[src/rtl/mdio_slv_pkg.sv]
`timescale 1ns/1ps
package mdio_slv_pkg;

    // Frame progress, one value per field group
    typedef enum logic [2:0] {
        PH_HUNT,   // counting preamble ones
        PH_START,  // first start zero seen, waiting for the second
        PH_HDR,    // opcode, port and device bits
        PH_TA1,    // first turnaround bit
        PH_TA2,    // second turnaround bit
        PH_DATA    // 16-bit address/data field
    } phase_e;

    // Opcode values carried on the line
    typedef enum logic [1:0] {
        OP_ADDR  = 2'b00,
        OP_WRITE = 2'b01,
        OP_RDINC = 2'b10,
        OP_READ  = 2'b11
    } opcode_e;

    function automatic logic op_is_read(input opcode_e op);
        return op[1];
    endfunction

endpackage

[src/rtl/mdio_frame_ctl.sv]
`timescale 1ns/1ps
module mdio_frame_ctl
    import mdio_slv_pkg::*;
#(
    parameter int PRE_LEN = 32,
    parameter int PA_W    = 5,
    parameter int DA_W    = 5,
    parameter int DW      = 16
) (
    input  logic            clk,
    input  logic            rst_n,
    input  logic            mdio_in,
    input  logic [PA_W-1:0] port_strap,
    input  logic            dev_hit,
    input  logic [DW-1:0]   rdata,
    output logic [DA_W-1:0] hdr_dev,
    output logic [DA_W-1:0] cur_dev,
    output logic            wr_en,
    output logic            rd_en,
    output logic            ld_addr,
    output logic            inc_addr,
    output logic [DW-1:0]   rx_word,
    output logic            drv_en,
    output logic            drv_bit
);

    localparam int HDR_W  = 2 + PA_W + DA_W;
    localparam int PRE_CW = $clog2(PRE_LEN + 1);
    localparam int MAXF   = (DW > HDR_W) ? DW : HDR_W;
    localparam int CNT_W  = $clog2(MAXF);
    localparam logic [PRE_CW-1:0] PRE_FULL  = PRE_CW'(PRE_LEN);
    localparam logic [CNT_W-1:0]  HDR_LAST  = CNT_W'(HDR_W - 1);
    localparam logic [CNT_W-1:0]  DATA_LAST = CNT_W'(DW - 1);

    typedef struct packed {
        phase_e             phase;
        logic [PRE_CW-1:0]  pre_cnt;
        logic [CNT_W-1:0]   bit_cnt;
        logic [HDR_W-1:0]   hdr;
        opcode_e            op;
        logic [DA_W-1:0]    dev;
        logic [DW-1:0]      rx;
        logic [DW-1:0]      tx;
        logic               wr_en;
        logic               rd_en;
        logic               ld;
        logic               inc;
    } ctl_t;

    ctl_t q, d;

    // Header as it stands once the current bit is shifted in
    logic [HDR_W-1:0] hdr_next;
    opcode_e          op_f;
    logic [PA_W-1:0]  port_f;

    assign hdr_next = {q.hdr[HDR_W-2:0], mdio_in};
    assign op_f     = opcode_e'(hdr_next[HDR_W-1 -: 2]);
    assign port_f   = hdr_next[DA_W +: PA_W];
    assign hdr_dev  = hdr_next[DA_W-1:0];

    always_comb begin
        d       = q;
        d.wr_en = 1'b0;
        d.rd_en = 1'b0;
        d.ld    = 1'b0;
        d.inc   = 1'b0;
        unique case (q.phase)
            PH_HUNT: begin
                // saturating count of consecutive ones
                if (mdio_in) begin
                    if (q.pre_cnt != PRE_FULL) begin
                        d.pre_cnt = q.pre_cnt + 1'b1;
                    end
                end else begin
                    if (q.pre_cnt == PRE_FULL) begin
                        d.phase = PH_START;
                    end
                    d.pre_cnt = '0;
                end
            end
            PH_START: begin
                if (!mdio_in) begin
                    d.phase   = PH_HDR;
                    d.bit_cnt = HDR_LAST;
                end else begin
                    d.phase   = PH_HUNT;
                    d.pre_cnt = PRE_CW'(1);
                end
            end
            PH_HDR: begin
                d.hdr = hdr_next;
                if (q.bit_cnt == '0) begin
                    // both filters must pass
                    if (port_f == port_strap && dev_hit) begin
                        d.phase = PH_TA1;
                        d.op    = op_f;
                        d.dev   = hdr_dev;
                        d.rd_en = op_is_read(op_f);
                    end else begin
                        d.phase   = PH_HUNT;
                        d.pre_cnt = '0;
                    end
                end else begin
                    d.bit_cnt = q.bit_cnt - 1'b1;
                end
            end
            PH_TA1: begin
                d.phase = PH_TA2;
                if (op_is_read(q.op)) begin
                    d.tx = rdata;
                end
            end
            PH_TA2: begin
                d.phase   = PH_DATA;
                d.bit_cnt = DATA_LAST;
            end
            PH_DATA: begin
                d.rx = {q.rx[DW-2:0], mdio_in};
                d.tx = {q.tx[DW-2:0], 1'b0};
                if (q.bit_cnt == '0) begin
                    d.phase   = PH_HUNT;
                    d.pre_cnt = '0;
                    unique case (q.op)
                        OP_ADDR:  d.ld    = 1'b1;
                        OP_WRITE: d.wr_en = 1'b1;
                        OP_RDINC: d.inc   = 1'b1;
                        default:  ;
                    endcase
                end else begin
                    d.bit_cnt = q.bit_cnt - 1'b1;
                end
            end
            default: begin
                d.phase   = PH_HUNT;
                d.pre_cnt = '0;
            end
        endcase
    end

    always_ff @(posedge clk or negedge rst_n) begin
        if (!rst_n) begin
            q <= '0;
        end else begin
            q <= d;
        end
    end

    assign cur_dev  = q.dev;
    assign wr_en    = q.wr_en;
    assign rd_en    = q.rd_en;
    assign ld_addr  = q.ld;
    assign inc_addr = q.inc;
    assign rx_word  = q.rx;

    // drive window covers second turnaround bit and the data field
    assign drv_en  = op_is_read(q.op) && (q.phase == PH_TA2 || q.phase == PH_DATA);
    assign drv_bit = (q.phase == PH_DATA) ? q.tx[DW-1] : 1'b0;

endmodule

[src/rtl/mdio_addr_bank.sv]
`timescale 1ns/1ps
module mdio_addr_bank #(
    parameter int                      DA_W     = 5,
    parameter int                      DW       = 16,
    parameter int                      NUM_DEV  = 3,
    parameter logic [NUM_DEV*DA_W-1:0] DEV_LIST = {5'd4, 5'd3, 5'd1}
) (
    input  logic            clk,
    input  logic            rst_n,
    input  logic [DA_W-1:0] hdr_dev,
    input  logic [DA_W-1:0] cur_dev,
    input  logic            ld,
    input  logic            inc,
    input  logic [DW-1:0]   ld_val,
    output logic            dev_hit,
    output logic [DW-1:0]   cur_addr
);

    logic [NUM_DEV-1:0] hit_vec;
    logic [NUM_DEV-1:0] sel_vec;
    logic [DW-1:0]      addr_w [NUM_DEV];

    for (genvar gi = 0; gi < NUM_DEV; gi++) begin : g_dev
        localparam logic [DA_W-1:0] DEV_ID = DEV_LIST[gi*DA_W +: DA_W];

        logic [DW-1:0] addr_d, addr_q;

        assign hit_vec[gi] = (hdr_dev == DEV_ID);
        assign sel_vec[gi] = (cur_dev == DEV_ID);

        // only the selected device's entry moves
        always_comb begin
            addr_d = addr_q;
            if (sel_vec[gi]) begin
                if (ld) begin
                    addr_d = ld_val;
                end else if (inc) begin
                    addr_d = addr_q + 1'b1;
                end
            end
        end

        always_ff @(posedge clk or negedge rst_n) begin
            if (!rst_n) begin
                addr_q <= '0;
            end else begin
                addr_q <= addr_d;
            end
        end

        assign addr_w[gi] = addr_q;
    end

    assign dev_hit = |hit_vec;

    always_comb begin
        cur_addr = '0;
        for (int i = 0; i < NUM_DEV; i++) begin
            if (sel_vec[i]) begin
                cur_addr = cur_addr | addr_w[i];
            end
        end
    end

endmodule

[src/rtl/mdio_line_drv.sv]
`timescale 1ns/1ps
module mdio_line_drv (
    input  logic clk,
    input  logic rst_n,
    input  logic drv_en,
    input  logic drv_bit,
    output logic mdio_oe,
    output logic mdio_out
);

    typedef struct packed {
        logic oe;
        logic val;
    } drv_t;

    drv_t q, d;

    always_comb begin
        d.oe  = drv_en;
        d.val = drv_en ? drv_bit : 1'b1;
    end

    // retimed onto the falling edge
    always_ff @(negedge clk or negedge rst_n) begin
        if (!rst_n) begin
            q <= '{oe: 1'b0, val: 1'b1};
        end else begin
            q <= d;
        end
    end

    assign mdio_oe  = q.oe;
    assign mdio_out = q.val;

endmodule

[src/rtl/mdio_mgmt_slave.sv]
`timescale 1ns/1ps
module mdio_mgmt_slave #(
    parameter int                      PRE_LEN  = 32,
    parameter int                      PA_W     = 5,
    parameter int                      DA_W     = 5,
    parameter int                      DW       = 16,
    parameter int                      NUM_DEV  = 3,
    parameter logic [NUM_DEV*DA_W-1:0] DEV_LIST = {5'd4, 5'd3, 5'd1}
) (
    input  logic            mdc,
    input  logic            rst_n,
    input  logic [PA_W-1:0] port_strap,
    input  logic            mdio_in,
    output logic            mdio_oe,
    output logic            mdio_out,
    output logic [DA_W-1:0] reg_dev,
    output logic [DW-1:0]   reg_addr,
    output logic            reg_wr_en,
    output logic [DW-1:0]   reg_wdata,
    output logic            reg_rd_en,
    input  logic [DW-1:0]   reg_rdata
);

    logic [DA_W-1:0] hdr_dev;
    logic [DA_W-1:0] cur_dev;
    logic            dev_hit;
    logic            ld_addr;
    logic            inc_addr;
    logic [DW-1:0]   rx_word;
    logic            drv_en;
    logic            drv_bit;

    mdio_frame_ctl #(
        .PRE_LEN (PRE_LEN),
        .PA_W    (PA_W),
        .DA_W    (DA_W),
        .DW      (DW)
    ) u_ctl (
        .clk        (mdc),
        .rst_n      (rst_n),
        .mdio_in    (mdio_in),
        .port_strap (port_strap),
        .dev_hit    (dev_hit),
        .rdata      (reg_rdata),
        .hdr_dev    (hdr_dev),
        .cur_dev    (cur_dev),
        .wr_en      (reg_wr_en),
        .rd_en      (reg_rd_en),
        .ld_addr    (ld_addr),
        .inc_addr   (inc_addr),
        .rx_word    (rx_word),
        .drv_en     (drv_en),
        .drv_bit    (drv_bit)
    );

    mdio_addr_bank #(
        .DA_W     (DA_W),
        .DW       (DW),
        .NUM_DEV  (NUM_DEV),
        .DEV_LIST (DEV_LIST)
    ) u_bank (
        .clk      (mdc),
        .rst_n    (rst_n),
        .hdr_dev  (hdr_dev),
        .cur_dev  (cur_dev),
        .ld       (ld_addr),
        .inc      (inc_addr),
        .ld_val   (rx_word),
        .dev_hit  (dev_hit),
        .cur_addr (reg_addr)
    );

    mdio_line_drv u_drv (
        .clk      (mdc),
        .rst_n    (rst_n),
        .drv_en   (drv_en),
        .drv_bit  (drv_bit),
        .mdio_oe  (mdio_oe),
        .mdio_out (mdio_out)
    );

    assign reg_dev   = cur_dev;
    assign reg_wdata = rx_word;

endmodule

[config.mk]
export PLATFORM = sky130hd
export DESIGN_NAME = mdio_mgmt_slave
export DESIGN_NICKNAME = d
export VERILOG_FILES = /design/src/rtl/mdio_slv_pkg.sv /design/src/rtl/mdio_frame_ctl.sv /design/src/rtl/mdio_addr_bank.sv /design/src/rtl/mdio_line_drv.sv /design/src/rtl/mdio_mgmt_slave.sv
export SDC_FILE = /design/constraint.sdc
export NUM_CORES = 1
export LEC_CHECK = 0
export ABC_AREA = 1
export BUFFER_PORTS_ARGS = -buffer_cell sky130_fd_sc_hd__buf_2
export CAP_MARGIN = 20
export CORE_MARGIN = 2
export CORE_UTILIZATION = 40
export DETAILED_ROUTE_END_ITERATION = 16
export GPL_ROUTABILITY_DRIVEN = 0
export PLACE_DENSITY = 0.55
export SYNTH_ARGS = -nofsm -noshare
export SYNTH_HDL_FRONTEND = slang
export SYNTH_SLANG_ARGS = --single-unit
[constraint.sdc]
create_clock -name mdc -period 1.9 [get_ports mdc]
set_input_delay 0.475 -clock mdc [delete_from_list [all_inputs] [get_ports mdc]]
set_output_delay 0.475 -clock mdc [all_outputs]
set_load 0.005 [all_outputs]
# Word-level counts from Yosys, hierarchy flattened

Cells that the tools add are included.

Flip-flop bits (word level): 117
Input bits: 24
Output and inout bits: 41
Word-level logic and storage cells: 109

$add $sub $neg: 5
Equal/unequal tests: 26
Mux-type cells: 38
Bitwise operators: 3
Reduce and logical (&&, ||, !) cells: 20

Operator list:

| kind                  | number |
|---|---|
| $mux 16               | 10 |
| $add 16x1->16 const B | 3 |
| $or 16x16->16         | 2 |
| $pmux 16 s2           | 1 |
| $pmux 6 s5            | 1 |
| $mux 6                | 4 |
| $mux 9                | 2 |
| $pmux 3 s6            | 1 |
| $pmux 4 s3            | 1 |
| $eq 5x1->1 const B    | 2 |
| $eq 5x2->1 const B    | 2 |
| $eq 5x3->1 const B    | 2 |
| $mux 1                | 10 |
| $ne 2x2->1 const B    | 5 |
| $mux 2                | 4 |
| $mux 4                | 2 |
| $ne 2x1->1 const B    | 4 |
| $reduce_and 2->1      | 4 |
| $add 6x1->6 const B   | 1 |
| $eq 3x2->1 const B    | 2 |
| $eq 3x3->1 const B    | 2 |
| $eq 6x6->1 const B    | 1 |
| $mux 3                | 2 |
| $ne 6x6->1 const B    | 1 |
| 19 further kinds      | 23 |

# Longest topological paths before layout

Depth in word-level cells: 6
Mapped depth: 10
Depth with buffers taken out: 10

# Cells and area by module

From an unflattened synthesis, not the netlist that was laid out.

Cell total of the unflattened synthesis: 969
Area, all modules: 7113.1 sq um

Modules (own cells, without submodules):

| module         | instances | cells an instance | area an instance (sq um) |
|---|---|---|---|
| mdio_addr_bank | 1         | 561               | 3641.0 |
| mdio_frame_ctl | 1         | 403               | 3409.5 |
| mdio_line_drv  | 1         | 5                 | 62.6 |

==> results.json <==
{
  "cap_violations": 0,
  "crit_chain": "buf_6",
  "synth_mux_area_frac": 0,
  "fillers": 1699,
  "htree_num_levels": 4,
  "io_buffer_count": 64,
  "ys_seq_elements": 117,
  "mostFrequentLayoutCell": "nand2_1",
  "stdcell_count": 1284,
  "diodes": 0,
  "synth_edf_count": 0,
  "first_pass_iters": 5,
  "slew-limit-headroom": 0.547,
  "yosys.area_share.xor_xnor": 0.00505,
  "drc": 0,
  "synth_fp_nets": 996,
  "track_usage": 0.226,
  "num_vias": 6436,
  "r2r_cells": 11,
  "crit_path_end_kind": "output pin",
  "clk_transition_reported_paths_ns": 0.06,
  "synth_warnings": 0,
  "irDropWorstVdd_mv": 0.626,
  "die_h_um": 136,
  "synthCells": 966,
  "synthArstFlopShare": 1.00,
  "critPathMaxFanout": 1,
  "via_per_inst": 5.01,
  "synth.avg_cell_area_um2": 7.18,
  "dp_slack_ns": -0.116,
  "drt-initial-drc-count": 426,
  "power_density_nw_per_um2": 706,
  "crit_required_ns": 1.42,
  "fin_area_um2": 8580,
  "dpl_cell_area_um2": 7500,
  "antenna_found_initial": 0,
  "cts_buffers": 17,
  "path_buf_inv": 1,
  "layout-drive-gt1-share": 0.200,
  "die_x_um": 136,
  "layout_setup_ws_ns": -0.566,
  "overflow": 0,
  "ys_types": 37,
  "ant_nets": 0,
  "grt_max_degree": 116,
  "grt_pass1_vias": 6118,
  "critPathMaxStageDelay_ns": 0.51,
  "mostFrequentLayoutCells": "nand2_1, nor2_1, dfrtp_1",
  "start_kind": "flip-flop",
  "place_inst": 1234,
  "grt_pass1_wl_um": 32200,
  "fin_hold_ws_ns": 0.185,
  "setup_viol": 18,
  "p_leak_nw": 4.09,
  "drv_slew": 0,
  "tightest_slew_ns": 0.680,
  "start_util": 0.405,
  "dp_hpwl_um": 14000,
  "yosysSeqAreaShare": 0.422,
  "wl_um": 19800,
  "rsz0062_at_grt": "true",
  "final_core_util": 0.501,
  "synth_fa_ha_area_frac": 0.0108,
  "synth_compound_area_frac": 0.129,
  "synth_top_family_by_area": "simple AND/OR/NAND/NOR gates",
  "crit_slowest_cell": "dfstp_2",
  "holdCritPathClass": "input pin to asynchronous set/reset pin",
  "yosys.area_share.simple": 0.322,
  "path_depth": 1,
  "root_buffer": "clkbuf_16",
  "path_delay_family": "flip-flops",
  "status": "complete, but fails checks",
  "max-clock-path-buffers": 2,
  "num_rows": 48,
  "clock-sinks": 117,
  "final.setup_skew_ns": 0.0246,
  "path_class": "flip-flop to output pin",
  "coreArea_um2": 17100,
  "fin_nets": 1076,
  "hold_buffers": 0,
  "synth_area_um2": 6940,
  "violations": "setup timing",
  "area_growth_syn_to_layout_pct": 23.7,
  "hold_viol": 0,
  "clock_latency_ns": 0.42,
  "routedWlPerCell_um": 15.4,
  "yosys_most_used_dff": "dfrtp_1",
  "io-pin-count": 65,
  "crit_arrival_ns": 1.99,
  "die_area_um2": 18400,
  "cts_tree": "done"
}
## state kept, by name, indices dropped and copies added, names as in the netlist
register             flops
u_drv.mdio_oe            1
u_ctl.inc_addr           1
u_ctl.cur_dev            5
u_ctl.rd_en              1
u_ctl.q                 31
u_ctl.hdr_dev            4
u_ctl.rx_word           16
u_bank.g_dev.addr_q     48
u_ctl.ld_addr            1
u_ctl.hdr_next           7
u_ctl.wr_en              1
u_drv.mdio_out           1
## cell families (layout without fill, tap and decap cells)
| family | after synthesis | after routing |
|---|---|---|
| simple gates | 515 | 515 |
| compound gates | 152 | 152 |
| fa+ha+maj | 6 | 6 |
| buf+inv | 172 | 265 |
| xor+xnor | 4 | 4 |
| flops | 117 | 117 |
## metrics by stage
| step | TNS (ns) | total power, W |
|---|---|---|
| 2_1_floorplan | -0.111 | 0.00266 |
| 4_1_cts | -5.37 | 0.00612 |
| 3_3_place_gp | -0.123 | 0.00275 |
| 6_report | -5.91 | 0.00606 |
| 5_1_grt | -7.61 | 0.00626 |
| 3_5_place_dp | -0.116 | 0.00275 |
## layer usage
metal  GRT usage  part of all wire  vias to the layer above
li1            -                 -                     3275
met1       0.305              0.47                     2999
met2       0.366              0.47                      131
met3      0.0468             0.037                       31
met4      0.0683             0.021                        0
met5           0                 0                        -
## synth_stat cells (all sizes together), types with 2 or more instances
cell type / n / area share
a21oi: 26 / 0.019
a22oi: 4 / 0.0043
a31oi: 18 / 0.016
buf: 40 / 0.039
clkbuf: 11 / 0.0060
dfrtp: 115 / 0.41
ha: 6 / 0.011
inv: 121 / 0.065
nand2: 287 / 0.16
nand3: 60 / 0.051
nand4: 22 / 0.020
nor2: 130 / 0.079
nor3: 9 / 0.0065
nor4: 2 / 0.0018
o211ai: 16 / 0.017
o21ai: 71 / 0.051
o221ai: 14 / 0.018
or2: 4 / 0.0036
xor2: 3 / 0.0038
## where the power goes
| group | total [W] | switching (W) | internal, W |
|---|---|---|---|
| Clock | 0.00336 | 0.00125 | 0.00211 |
| Sequential | 0.00254 | 0.0000286 | 0.00252 |
| Combinational | 0.000154 | 0.0000992 | 0.0000546 |
| Total | 0.00606 | 0.00138 | 0.00468 |
## area by class of cell
type | count | area, µm² | share of cell area
inverters | 120 | 460 | 0.0537
flip-flops and latches | 117 | 2930 | 0.342
clock buffers | 18 | 439 | 0.0512
repair buffers | 112 | 817 | 0.0953
clock inverters | 15 | 178 | 0.0207
multi-input cells | 677 | 3470 | 0.405
well taps | 225 | 282 | 0.0328
## worst paths after layout
path / from / endpoint / slack [ns]
min in group mdc: reg_rdata[0] / u_ctl.q[4] / 0.31
max in group asynchronous: rst_n / u_drv.mdio_out / 0.88
hold reg to reg: u_ctl.hdr_next[11] / u_ctl.hdr_next[11] / 0.49
setup reg to reg: u_ctl.cur_dev[2] / u_bank.g_dev[0].addr_q[6] / 0.14
hold / removal: rst_n / u_bank.g_dev[2].addr_q[8] / 0.18
setup / recovery: u_drv.mdio_out / mdio_out / -0.57
## timing repair
action	4_1_cts	5_1_grt
endpoints found under the setup margin	18	20
pin swaps	4	3
setup buffers	9	6
resized for setup	40	25
cloned	3	0
(Power assumes the default switching activity.)
